==> src/rtl/prc_pkg.sv <==
// prc_pkg: shared codes and helpers for the partial refresh controller.
// Assumes the row count is a multiple of four.
package prc_pkg;

    typedef enum logic [1:0] {
        MODE_RUN  = 2'd0,
        MODE_DPD  = 2'd1,
        MODE_INIT = 2'd2
    } prc_mode_e;

    localparam logic [2:0] PART_FULL    = 3'b000;
    localparam logic [2:0] PART_HALF    = 3'b001;
    localparam logic [2:0] PART_QUARTER = 3'b010;
    localparam logic [2:0] PART_NONE    = 3'b100;
    localparam logic [2:0] PART_3Q      = 3'b101;

    // Number of rows in the slice chosen by a partition code.
    function automatic int unsigned part_rows(logic [2:0] code, int unsigned rows);
        case (code)
            PART_3Q:      return (rows / 4) * 3;
            PART_HALF:    return rows / 2;
            PART_QUARTER: return rows / 4;
            PART_NONE:    return 0;
            default:      return rows;
        endcase
    endfunction

endpackage

==> src/rtl/prc_standby_det.sv <==
// prc_standby_det: flags standby when the chip is deselected with no
// transfer in progress, or when the pin snapshot has held still for
// IDLE_CYC cycles. Output is registered.
module prc_standby_det #(
    parameter int BUS_W    = 24,
    parameter int IDLE_CYC = 2000
) (
    input  logic             clk,
    input  logic             rst_n,
    input  logic             chip_en_n,
    input  logic             xfer_busy,
    input  logic [BUS_W-1:0] bus_snap,
    output logic             standby
);
    localparam int IW = $clog2(IDLE_CYC + 1);

    logic [BUS_W-1:0] snap_q;
    logic [IW-1:0]    still_cnt;
    logic             changed;
    logic             still_hit;

    assign changed   = (bus_snap != snap_q);
    assign still_hit = !changed && (still_cnt == IW'(IDLE_CYC));

    // Track how long the pins have held still and register the standby flag.
    always_ff @(posedge clk) begin
        if (!rst_n) begin
            snap_q    <= '0;
            still_cnt <= '0;
            standby   <= 1'b0;
        end else begin
            snap_q <= bus_snap;
            if (changed)
                still_cnt <= '0;
            else if (still_cnt != IW'(IDLE_CYC))
                still_cnt <= still_cnt + 1'b1;
            standby <= (chip_en_n && !xfer_busy) || still_hit;
        end
    end
endmodule

==> src/rtl/prc_mode_seq.sv <==
// prc_mode_seq: run / deep power-down / initialization sequencer.
// Leaving deep power-down starts an INIT_CYC-cycle wait before run mode.
// Assumes INIT_CYC >= 1.
module prc_mode_seq #(
    parameter int INIT_CYC = 30000
) (
    input  logic               clk,
    input  logic               rst_n,
    input  logic               cfg_dpd,
    output prc_pkg::prc_mode_e mode
);
    import prc_pkg::*;
    localparam int CW = $clog2(INIT_CYC + 1);

    logic [CW-1:0] wait_cnt;

    // Step the mode and the initialization countdown.
    always_ff @(posedge clk) begin
        if (!rst_n) begin
            mode     <= MODE_RUN;
            wait_cnt <= '0;
        end else begin
            case (mode)
                MODE_RUN:  if (cfg_dpd) mode <= MODE_DPD;
                MODE_DPD:  if (!cfg_dpd) begin
                               mode     <= MODE_INIT;
                               wait_cnt <= CW'(INIT_CYC - 1);
                           end
                MODE_INIT: if (cfg_dpd) mode <= MODE_DPD;
                           else if (wait_cnt == '0) mode <= MODE_RUN;
                           else wait_cnt <= wait_cnt - 1'b1;
                default:   mode <= MODE_RUN;
            endcase
        end
    end
endmodule

==> src/rtl/prc_interval_timer.sv <==
// prc_interval_timer: counts enabled cycles and raises a combinational fire
// strobe once per interval. The interval is chosen by the temperature code.
// The count clears whenever the timer is disabled.
module prc_interval_timer #(
    parameter int IV_15C = 6240,
    parameter int IV_45C = 4680,
    parameter int IV_70C = 3120,
    parameter int IV_85C = 1560
) (
    input  logic       clk,
    input  logic       rst_n,
    input  logic       en,
    input  logic [1:0] cfg_temp,
    output logic       fire
);
    localparam int MAXIV = (IV_15C > IV_45C) ?
                           ((IV_15C > IV_70C) ? ((IV_15C > IV_85C) ? IV_15C : IV_85C)
                                              : ((IV_70C > IV_85C) ? IV_70C : IV_85C))
                         : ((IV_45C > IV_70C) ? ((IV_45C > IV_85C) ? IV_45C : IV_85C)
                                              : ((IV_70C > IV_85C) ? IV_70C : IV_85C));
    localparam int CW = $clog2(MAXIV + 1);

    logic [CW-1:0] cnt;
    logic [CW-1:0] last;

    // Last count value of the selected interval.
    always_comb begin
        case (cfg_temp)
            2'b00:   last = CW'(IV_15C - 1);
            2'b01:   last = CW'(IV_45C - 1);
            2'b10:   last = CW'(IV_70C - 1);
            default: last = CW'(IV_85C - 1);
        endcase
    end

    assign fire = en && (cnt >= last);

    // Advance the interval count while enabled.
    always_ff @(posedge clk) begin
        if (!rst_n)
            cnt <= '0;
        else if (!en || fire)
            cnt <= '0;
        else
            cnt <= cnt + 1'b1;
    end
endmodule

==> src/rtl/prc_row_sched.sv <==
// prc_row_sched: registers the refresh request and picks the next row
// inside the selected slice. The slice offset wraps at the slice size.
// A stale offset that falls outside a shrunken slice restarts at zero.
module prc_row_sched #(
    parameter int ROWS = 8192
) (
    input  logic                    clk,
    input  logic                    rst_n,
    input  logic                    fire,
    input  logic [2:0]              cfg_part,
    input  logic                    cfg_anchor,
    output logic                    rf_req,
    output logic [$clog2(ROWS)-1:0] rf_row
);
    localparam int ROW_W = $clog2(ROWS);

    logic [ROW_W:0]   part_sz;
    logic [ROW_W:0]   base;
    logic [ROW_W-1:0] off;
    logic [ROW_W-1:0] eff_off;
    logic [ROW_W:0]   off_inc;
    logic [ROW_W:0]   row_sum;

    // Slice geometry and the row for this request.
    always_comb begin
        part_sz = (ROW_W + 1)'(prc_pkg::part_rows(cfg_part, ROWS));
        base    = cfg_anchor ? ((ROW_W + 1)'(ROWS) - part_sz) : '0;
        eff_off = ({1'b0, off} < part_sz) ? off : '0;
        off_inc = {1'b0, eff_off} + 1'b1;
        row_sum = base + {1'b0, eff_off};
    end

    // Register the request and advance the slice offset.
    always_ff @(posedge clk) begin
        if (!rst_n) begin
            rf_req <= 1'b0;
            rf_row <= '0;
            off    <= '0;
        end else begin
            rf_req <= fire;
            if (fire) begin
                rf_row <= row_sum[ROW_W-1:0];
                off    <= (off_inc >= part_sz) ? '0 : off_inc[ROW_W-1:0];
            end
        end
    end
endmodule

==> src/rtl/partial_refresh_ctrl.sv <==
// partial_refresh_ctrl: top level. Refresh runs only in run mode, in standby,
// with a non-empty slice, and with no power-down request pending.
// Assumes ROWS is a power of two and a multiple of four.
module partial_refresh_ctrl #(
    parameter int ROWS     = 8192,
    parameter int BUS_W    = 24,
    parameter int IDLE_CYC = 2000,
    parameter int IV_15C   = 6240,
    parameter int IV_45C   = 4680,
    parameter int IV_70C   = 3120,
    parameter int IV_85C   = 1560,
    parameter int CLK_MHZ  = 200,
    parameter int INIT_US  = 150
) (
    input  logic                    clk,
    input  logic                    rst_n,
    input  logic [2:0]              cfg_part,
    input  logic                    cfg_anchor,
    input  logic [1:0]              cfg_temp,
    input  logic                    cfg_dpd,
    input  logic                    chip_en_n,
    input  logic                    xfer_busy,
    input  logic [BUS_W-1:0]        bus_snap,
    output logic                    rf_req,
    output logic [$clog2(ROWS)-1:0] rf_row,
    output logic                    standby,
    output logic                    dpd_active,
    output logic                    init_busy,
    output logic                    ready
);
    import prc_pkg::*;
    localparam int INIT_CYC = CLK_MHZ * INIT_US;

    prc_mode_e mode;
    logic      tmr_en;
    logic      fire;

    prc_standby_det #(.BUS_W(BUS_W), .IDLE_CYC(IDLE_CYC)) u_sby (
        .clk(clk), .rst_n(rst_n), .chip_en_n(chip_en_n),
        .xfer_busy(xfer_busy), .bus_snap(bus_snap), .standby(standby)
    );

    prc_mode_seq #(.INIT_CYC(INIT_CYC)) u_mode (
        .clk(clk), .rst_n(rst_n), .cfg_dpd(cfg_dpd), .mode(mode)
    );

    // Gate the interval timer on mode, standby and a non-empty slice.
    always_comb begin
        tmr_en = (mode == MODE_RUN) && !cfg_dpd && standby && (cfg_part != PART_NONE);
    end

    prc_interval_timer #(.IV_15C(IV_15C), .IV_45C(IV_45C),
                         .IV_70C(IV_70C), .IV_85C(IV_85C)) u_tmr (
        .clk(clk), .rst_n(rst_n), .en(tmr_en), .cfg_temp(cfg_temp), .fire(fire)
    );

    prc_row_sched #(.ROWS(ROWS)) u_row (
        .clk(clk), .rst_n(rst_n), .fire(fire), .cfg_part(cfg_part),
        .cfg_anchor(cfg_anchor), .rf_req(rf_req), .rf_row(rf_row)
    );

    assign dpd_active = (mode == MODE_DPD);
    assign init_busy  = (mode == MODE_INIT);
    assign ready      = (mode == MODE_RUN);
endmodule

==> config.mk <==
export PLATFORM = sky130hd
export DESIGN_NAME = partial_refresh_ctrl
export DESIGN_NICKNAME = d
export VERILOG_FILES = /design/src/rtl/prc_pkg.sv /design/src/rtl/prc_standby_det.sv /design/src/rtl/prc_mode_seq.sv /design/src/rtl/prc_interval_timer.sv /design/src/rtl/prc_row_sched.sv /design/src/rtl/partial_refresh_ctrl.sv
export SDC_FILE = /design/constraint.sdc
export NUM_CORES = 1
export LEC_CHECK = 0
export ABC_AREA = 1
export CAP_MARGIN = 20
export CORE_MARGIN = 2
export CORE_UTILIZATION = 23
export DETAILED_ROUTE_END_ITERATION = 12
export SLEW_MARGIN = 30
export SYNTH_ARGS = -nofsm -noshare
export SYNTH_HDL_FRONTEND = slang
export SYNTH_SLANG_ARGS = --single-unit
==> constraint.sdc <==
create_clock -name clk -period 3.7 [get_ports clk]
set_input_delay 0.555 -clock clk [delete_from_list [all_inputs] [get_ports clk]]
set_output_delay 0.555 -clock clk [all_outputs]
set_load 0.05 [all_outputs]
Word level (Yosys, flattened, before mapping)
Cells that the tools add are included.
{"block": "op_classes", "bitwise_logic": 1, "eq_ne": 17, "add_sub_neg": 6, "n_mux": 14, "reduce_logical": 20, "order_cmp": 3}
{"cell": "14-bit case mux with 4 select lines", "count": 1}
{"cell": "15-bit two-way mux", "count": 3}
{"cell": "13-bit two-way mux", "count": 3}
{"cell": "13-bit case mux with 3 select lines", "count": 1}
{"cell": "15-bit case mux with 2 select lines", "count": 1}
{"cell": "24-bit inequality test", "count": 1}
{"cell": "15-bit zero test", "count": 1}
{"cell": "15-bit by 1-bit subtractor with 15-bit output, second input constant", "count": 1}
{"cell": "13-bit by 1-bit adder with 14-bit output, second input constant", "count": 1}
{"cell": "14-bit greater-or-equal comparator", "count": 1}
{"cell": "13-bit by 14-bit < comparator with 1-bit output", "count": 1}
{"cell": "13-bit by 1-bit adder with 13-bit output, second input constant", "count": 1}
{"cell": "13-bit adder", "count": 1}
{"cell": "13-bit greater-or-equal comparator", "count": 1}
{"cell": "1-bit by 13-bit subtractor with 13-bit output, first input constant", "count": 1}
{"cell": "11-bit by 1-bit adder with 11-bit output, second input constant", "count": 1}
{"cell": "11-bit equality test, second input constant", "count": 1}
{"cell": "11-bit inequality test, second input constant", "count": 1}
{"cell": "2-bit two-way mux", "count": 4}
{"cell": "2-bit inequality test, second input constant", "count": 4}
{"cell": "3-bit equality test, second input constant", "count": 2}
{"cell": "1-bit logical AND", "count": 6}
{"cell": "2-bit case mux with 3 select lines", "count": 1}
{"cell": "2-bit by 1-bit equality test with 1-bit output, second input constant", "count": 2}
{"cell": "other kinds (13)", "count": 20}
{"block": "totals", "elab_cells": 70, "register_bits": 93, "output_inout_bits": 18}

Logic depth before layout (Yosys ltp)
{"block": "depth", "word_depth": 7, "mapped_depth": 25, "mapped_depth_nobuf": 24}

Hierarchy
From an unflattened synthesis, not the netlist that was laid out.
{"block": "unflattened", "cells_unflattened": 843, "area_unflattened_um2": 5853.1}
{"module": "prc_row_sched", "n_inst": 1, "cells_each": 272, "area_each_um2": 1953.1}
{"module": "prc_standby_det", "n_inst": 1, "cells_each": 279, "area_each_um2": 1826.8}
{"module": "prc_mode_seq", "n_inst": 1, "cells_each": 162, "area_each_um2": 1106.1}
{"module": "prc_interval_timer", "n_inst": 1, "cells_each": 118, "area_each_um2": 919.6}
{"module": "partial_refresh_ctrl", "n_inst": 1, "cells_each": 12, "area_each_um2": 47.5}

Worst setup path before layout
No wires, ideal clock.
{"block": "synth_path", "path_kind": "input-to-reg", "start": "input port cfg_part[1]", "end": "register u_row.off[2]", "cell_stages": 21, "slack_ps": 382, "n_path_buf": 1, "setup_ps": 131, "arrival_time_ps": 3188, "path_cell_list": "inv_1 > nand2_2 > ha_1 > nand3_4 > nand2_4 > nor2_1 > ha_1 > nand2_1 > nor2_4 > nand4_1 > nand2_1 > inv_1 > ha_1 > nand3_1 > nor3_1 > nand3_1 > nor3_2 > nand3_2 > buf_6 > nand3_2 > a21oi_2"}
{"block": "synth_via", "elab_chain_cells": 7, "word_cells_on_any_way": 13, "classes_between": "1 x add/sub; 2 x order compare; 5 x eq/ne; 3 x mux; 2 x reduce/logical"}
{"element": "from (decl)", "line": "partial_refresh_ctrl.sv:17", "rtl": "input logic [2:0] cfg_part,"}
{"element": "3-bit equality test, or another cell as far along", "line": "prc_pkg.sv:19", "rtl": "case (code)"}
{"element": "14-bit case mux with 4 select lines *", "line": "prc_pkg.sv:19"}
{"element": "13-bit by 14-bit < comparator with 1-bit output *", "line": "prc_row_sched.sv:28", "rtl": "eff_off = ({1'b0, off} < part_sz) ? off : '0;"}
{"element": "13-bit two-way mux *", "line": "prc_row_sched.sv:28"}
{"element": "via u_row.eff_off[0]", "line": "prc_row_sched.sv:20", "rtl": "logic [ROW_W-1:0] eff_off;"}
{"element": "13-bit by 1-bit adder with 14-bit output *", "line": "prc_row_sched.sv:29", "rtl": "off_inc = {1'b0, eff_off} + 1'b1;"}
{"element": "14-bit greater-or-equal comparator", "line": "prc_row_sched.sv:43", "rtl": "off <= (off_inc >= part_sz) ? '0 : off_inc[ROW_W-1:0];"}
{"element": "13-bit two-way mux *", "line": "prc_row_sched.sv:43"}
{"element": "to (signal assigned)", "line": "prc_row_sched.sv:43"}
{"element": "to (decl)", "line": "prc_row_sched.sv:19", "rtl": "logic [ROW_W-1:0] off;"}
The timed path passes the listed nets; every way through them passes the cells marked *.
A chain may end at the register's enable or synchronous reset.

Final worst setup path
{"block": "layout_path", "start": "input port cfg_part[1]", "end": "register u_row.off[0]"}
Same word-level chain as after synthesis.

==> impl_metrics.json <==
{
  "status": "finished, final reports clean",
  "final_nets": 803,
  "syn-cell-area_um2": 4920,
  "wl_met1_mm": 5.62,
  "dp_cells": 1010,
  "core_um2": 21000,
  "utilization_pct": 30.1,
  "ys_warn_count": 0,
  "synth_edf_count": 0,
  "core.rowCount": 53,
  "synthFlopType": "dfxtp_1",
  "cts_tree": "built",
  "yosysMostFrequentCell": "nand2_1",
  "p_per_area_nw_per_um2": 337,
  "drtPass1Iterations": 4,
  "track_usage_pct": 10.6,
  "cp_data_arrival_time_ns": 3.62,
  "dieHeight_um": 150,
  "clock_sinks": 93,
  "cap_violations": 0,
  "yosys.area.top_type_share_pct": 37.9,
  "synth_common_cells": "112 x nand2_1, 109 x inv_1, 93 x dfxtp_1",
  "clkSlewWorstSetupHoldPaths_ns": 0.06,
  "worst_slew_pin_slew_ns": 0.567,
  "min_path_type": "reg2reg",
  "ir_drop_v": 0.000276,
  "fin_hold_ws_ns": 0.454,
  "finClkSkew_ns": 0.00526,
  "antenna_found_initial": 0,
  "synth_area_leaders": "dfxtp_1 38%, nand2_1 8.5%, inv_1 8.3%, ha_1 5.6%, nor2_1 4.8%",
  "die_area_um2": 22600,
  "clock.fmax_mhz": 295,
  "avgSynthCellArea_um2": 7.45,
  "synth_cells": 660,
  "clock_latency_ns": 0.35,
  "drt_iter0_markers": 188,
  "met2_wirelength_mm": 5.17,
  "setup_viol": 0,
  "dp_hpwl_mm": 8.85,
  "post-route-period-util_pct": 91.6,
  "grt_pass1_wl_mm": 19.2,
  "vias_per_cell": 4.27,
  "htree_levels": 3,
  "drc": 0,
  "worst_setup_path_end_kind": "flop",
  "routed.top_layer": "met4",
  "drive_gt1_share_pct": 14.9,
  "routed_wl_mm": 11.6,
  "hold_viol_final": 0,
  "cts_buffer_depth": 2,
  "cts-buffers-inserted": 9,
  "met3_wirelength_um": 628,
  "io_pins": 53,
  "path_class": "in2reg",
  "wl_per_cell_um": 11.3,
  "drtAntennaViolNets": 0,
  "synth_fp_nets": 717,
  "slew-limit-headroom_pct": 62.1,
  "gp_congestion": 0.865,
  "overflow": 0,
  "yosys.area.top_type": "dfxtp_1",
  "path_max_fanout": 11,
  "grt_max_degree": 52,
  "p_leak_nw": 2.72,
  "cts_root_buf": "clkbuf_16",
  "async_reset_ff_share_pct": 0,
  "critPathRequiredTime_ns": 3.93,
  "final_cells": 1026,
  "ys_types": 43,
  "worstSetupStartpointType": "input port",
  "ys_seq_area_share_pct": 37.9,
  "maxSlewViolCount": 0,
  "synth_seq_cells": 93,
  "grt_pass1_vias": 4069,
  "rsz0062_at_grt": "false",
  "n_antenna_cell": 0,
  "die_width_um": 150,
  "synthToLayoutAreaGrowth_pct": 28.8,
  "start_util_pct": 23.4,
  "port_buffers": 52,
  "min_period_ns": 3.39,
  "vias": 4380
}
==> cell families (layout without fill, tap and decap cells) <==
group / count (synthesis) / after routing / share of synthesized area (%)
xor+xnor: 24 / 24 / 4.27
flops: 93 / 93 / 37.9
fa+ha+maj: 22 / 22 / 5.60
simple gates: 293 / 293 / 30.0
buf+inv: 127 / 218 / 10.0
compound gates: 101 / 101 / 12.3
==> final timing paths <==
kind	to	slack, ns	cells after the start	from
max reg2reg	u_row.off[0]$_SDFFE_PN0P_	0.77	19	u_row.off[12]$_SDFFE_PN0P_
min	u_tmr.cnt[0]$_SDFF_PP0_	0.45	1	u_tmr.cnt[0]$_SDFF_PP0_
max	u_row.off[0]$_SDFFE_PN0P_	0.31	24	cfg_part[1]
min reg2reg	u_tmr.cnt[0]$_SDFF_PP0_	0.45	1	u_tmr.cnt[0]$_SDFF_PP0_
==> placed cells by master, fill, tap and decap left out, drive strengths merged, types with 22 or more instances in the layout <==
cell type,count
nor2,70
nand2,121
o21ai,30
inv,114
buf,38
ha,22
nand3,47
dfxtp,93
a21oi,45
clkdlybuf4s50,50
==> worst max-delay path, cell delays in order <==
cell and delay, ns:
clkdlybuf4s50_1 0.48, inv_1 0.09, nand2_4 0.10, nand2_2 0.09, nand2_2 0.09, nand2_4 0.08
nand3_4 0.08, nand2_4 0.09, nor2_2 0.12, ha_1 0.18, nand2_1 0.11, nor2_4 0.14
nand4_1 0.10, nand2_1 0.08, inv_1 0.05, ha_1 0.28, nand3_1 0.08, nor3_1 0.17
nand3_1 0.12, nor3_2 0.13, nand3_2 0.12, buf_12 0.17, nand3_1 0.06, a21oi_1 0.05
==> timing repair <==
action / CTS / global route
resized for setup: 0 / 9
setup buffers: 0 / 0
endpoints found under the setup margin: 0 / 13
hold buffers: 0 / 0
hold endpoints to repair: 0 / 0
==> per-layer routing <==
metal,up-vias,track usage (%)
li1,2315,-
met4,0,3.54
met2,78,17.0
met1,1971,13.5
met5,-,0
met3,16,3.24
==> registers in the layout, summed over array words and instances, names as in the netlist <==
register	flops
u_sby.standby	1
u_mode.mode	2
u_tmr.cnt	13
u_row.rf_row	13
u_row.off	13
u_mode.wait_cnt	15
u_sby.snap_q	24
u_sby.still_cnt	11
u_row.rf_req	1
==> stage by stage <==
stage | setup TNS, ns | worst slack, ns | power (W) | cell area [um^2]
after CTS | 0 | 0.146 | 0.00216 | 6290
after global placement | -0.852 | -0.0913 | 0.00130 | 6020
final | 0 | 0.311 | 0.00213 | 6330
after detailed placement | -2.04 | -0.187 | 0.00130 | 6020
after floorplan | 0 | 0.382 | 0.00120 | 4920
after global routing | 0 | 0.0275 | 0.00224 | 6330
==> power breakdown <==
| part | internal, W | switching (W) | total [W] |
|---|---|---|---|
| Combinational | 0.000104 | 0.000131 | 0.000235 |
| Sequential | 0.00103 | 0.0000159 | 0.00104 |
| Clock | 0.000456 | 0.000399 | 0.000855 |
| Total | 0.00159 | 0.000546 | 0.00213 |
==> cell type report <==
type	count	area, um^2
repair buffers	89	833
fillers	2251	14700
inverters	113	424
clock inverters	6	37.5
flip-flops and latches	93	1860
clock buffers	10	229
well taps	275	344
multi-input cells	440	2600
No activity file was read; power rests on OpenSTA's default activity.
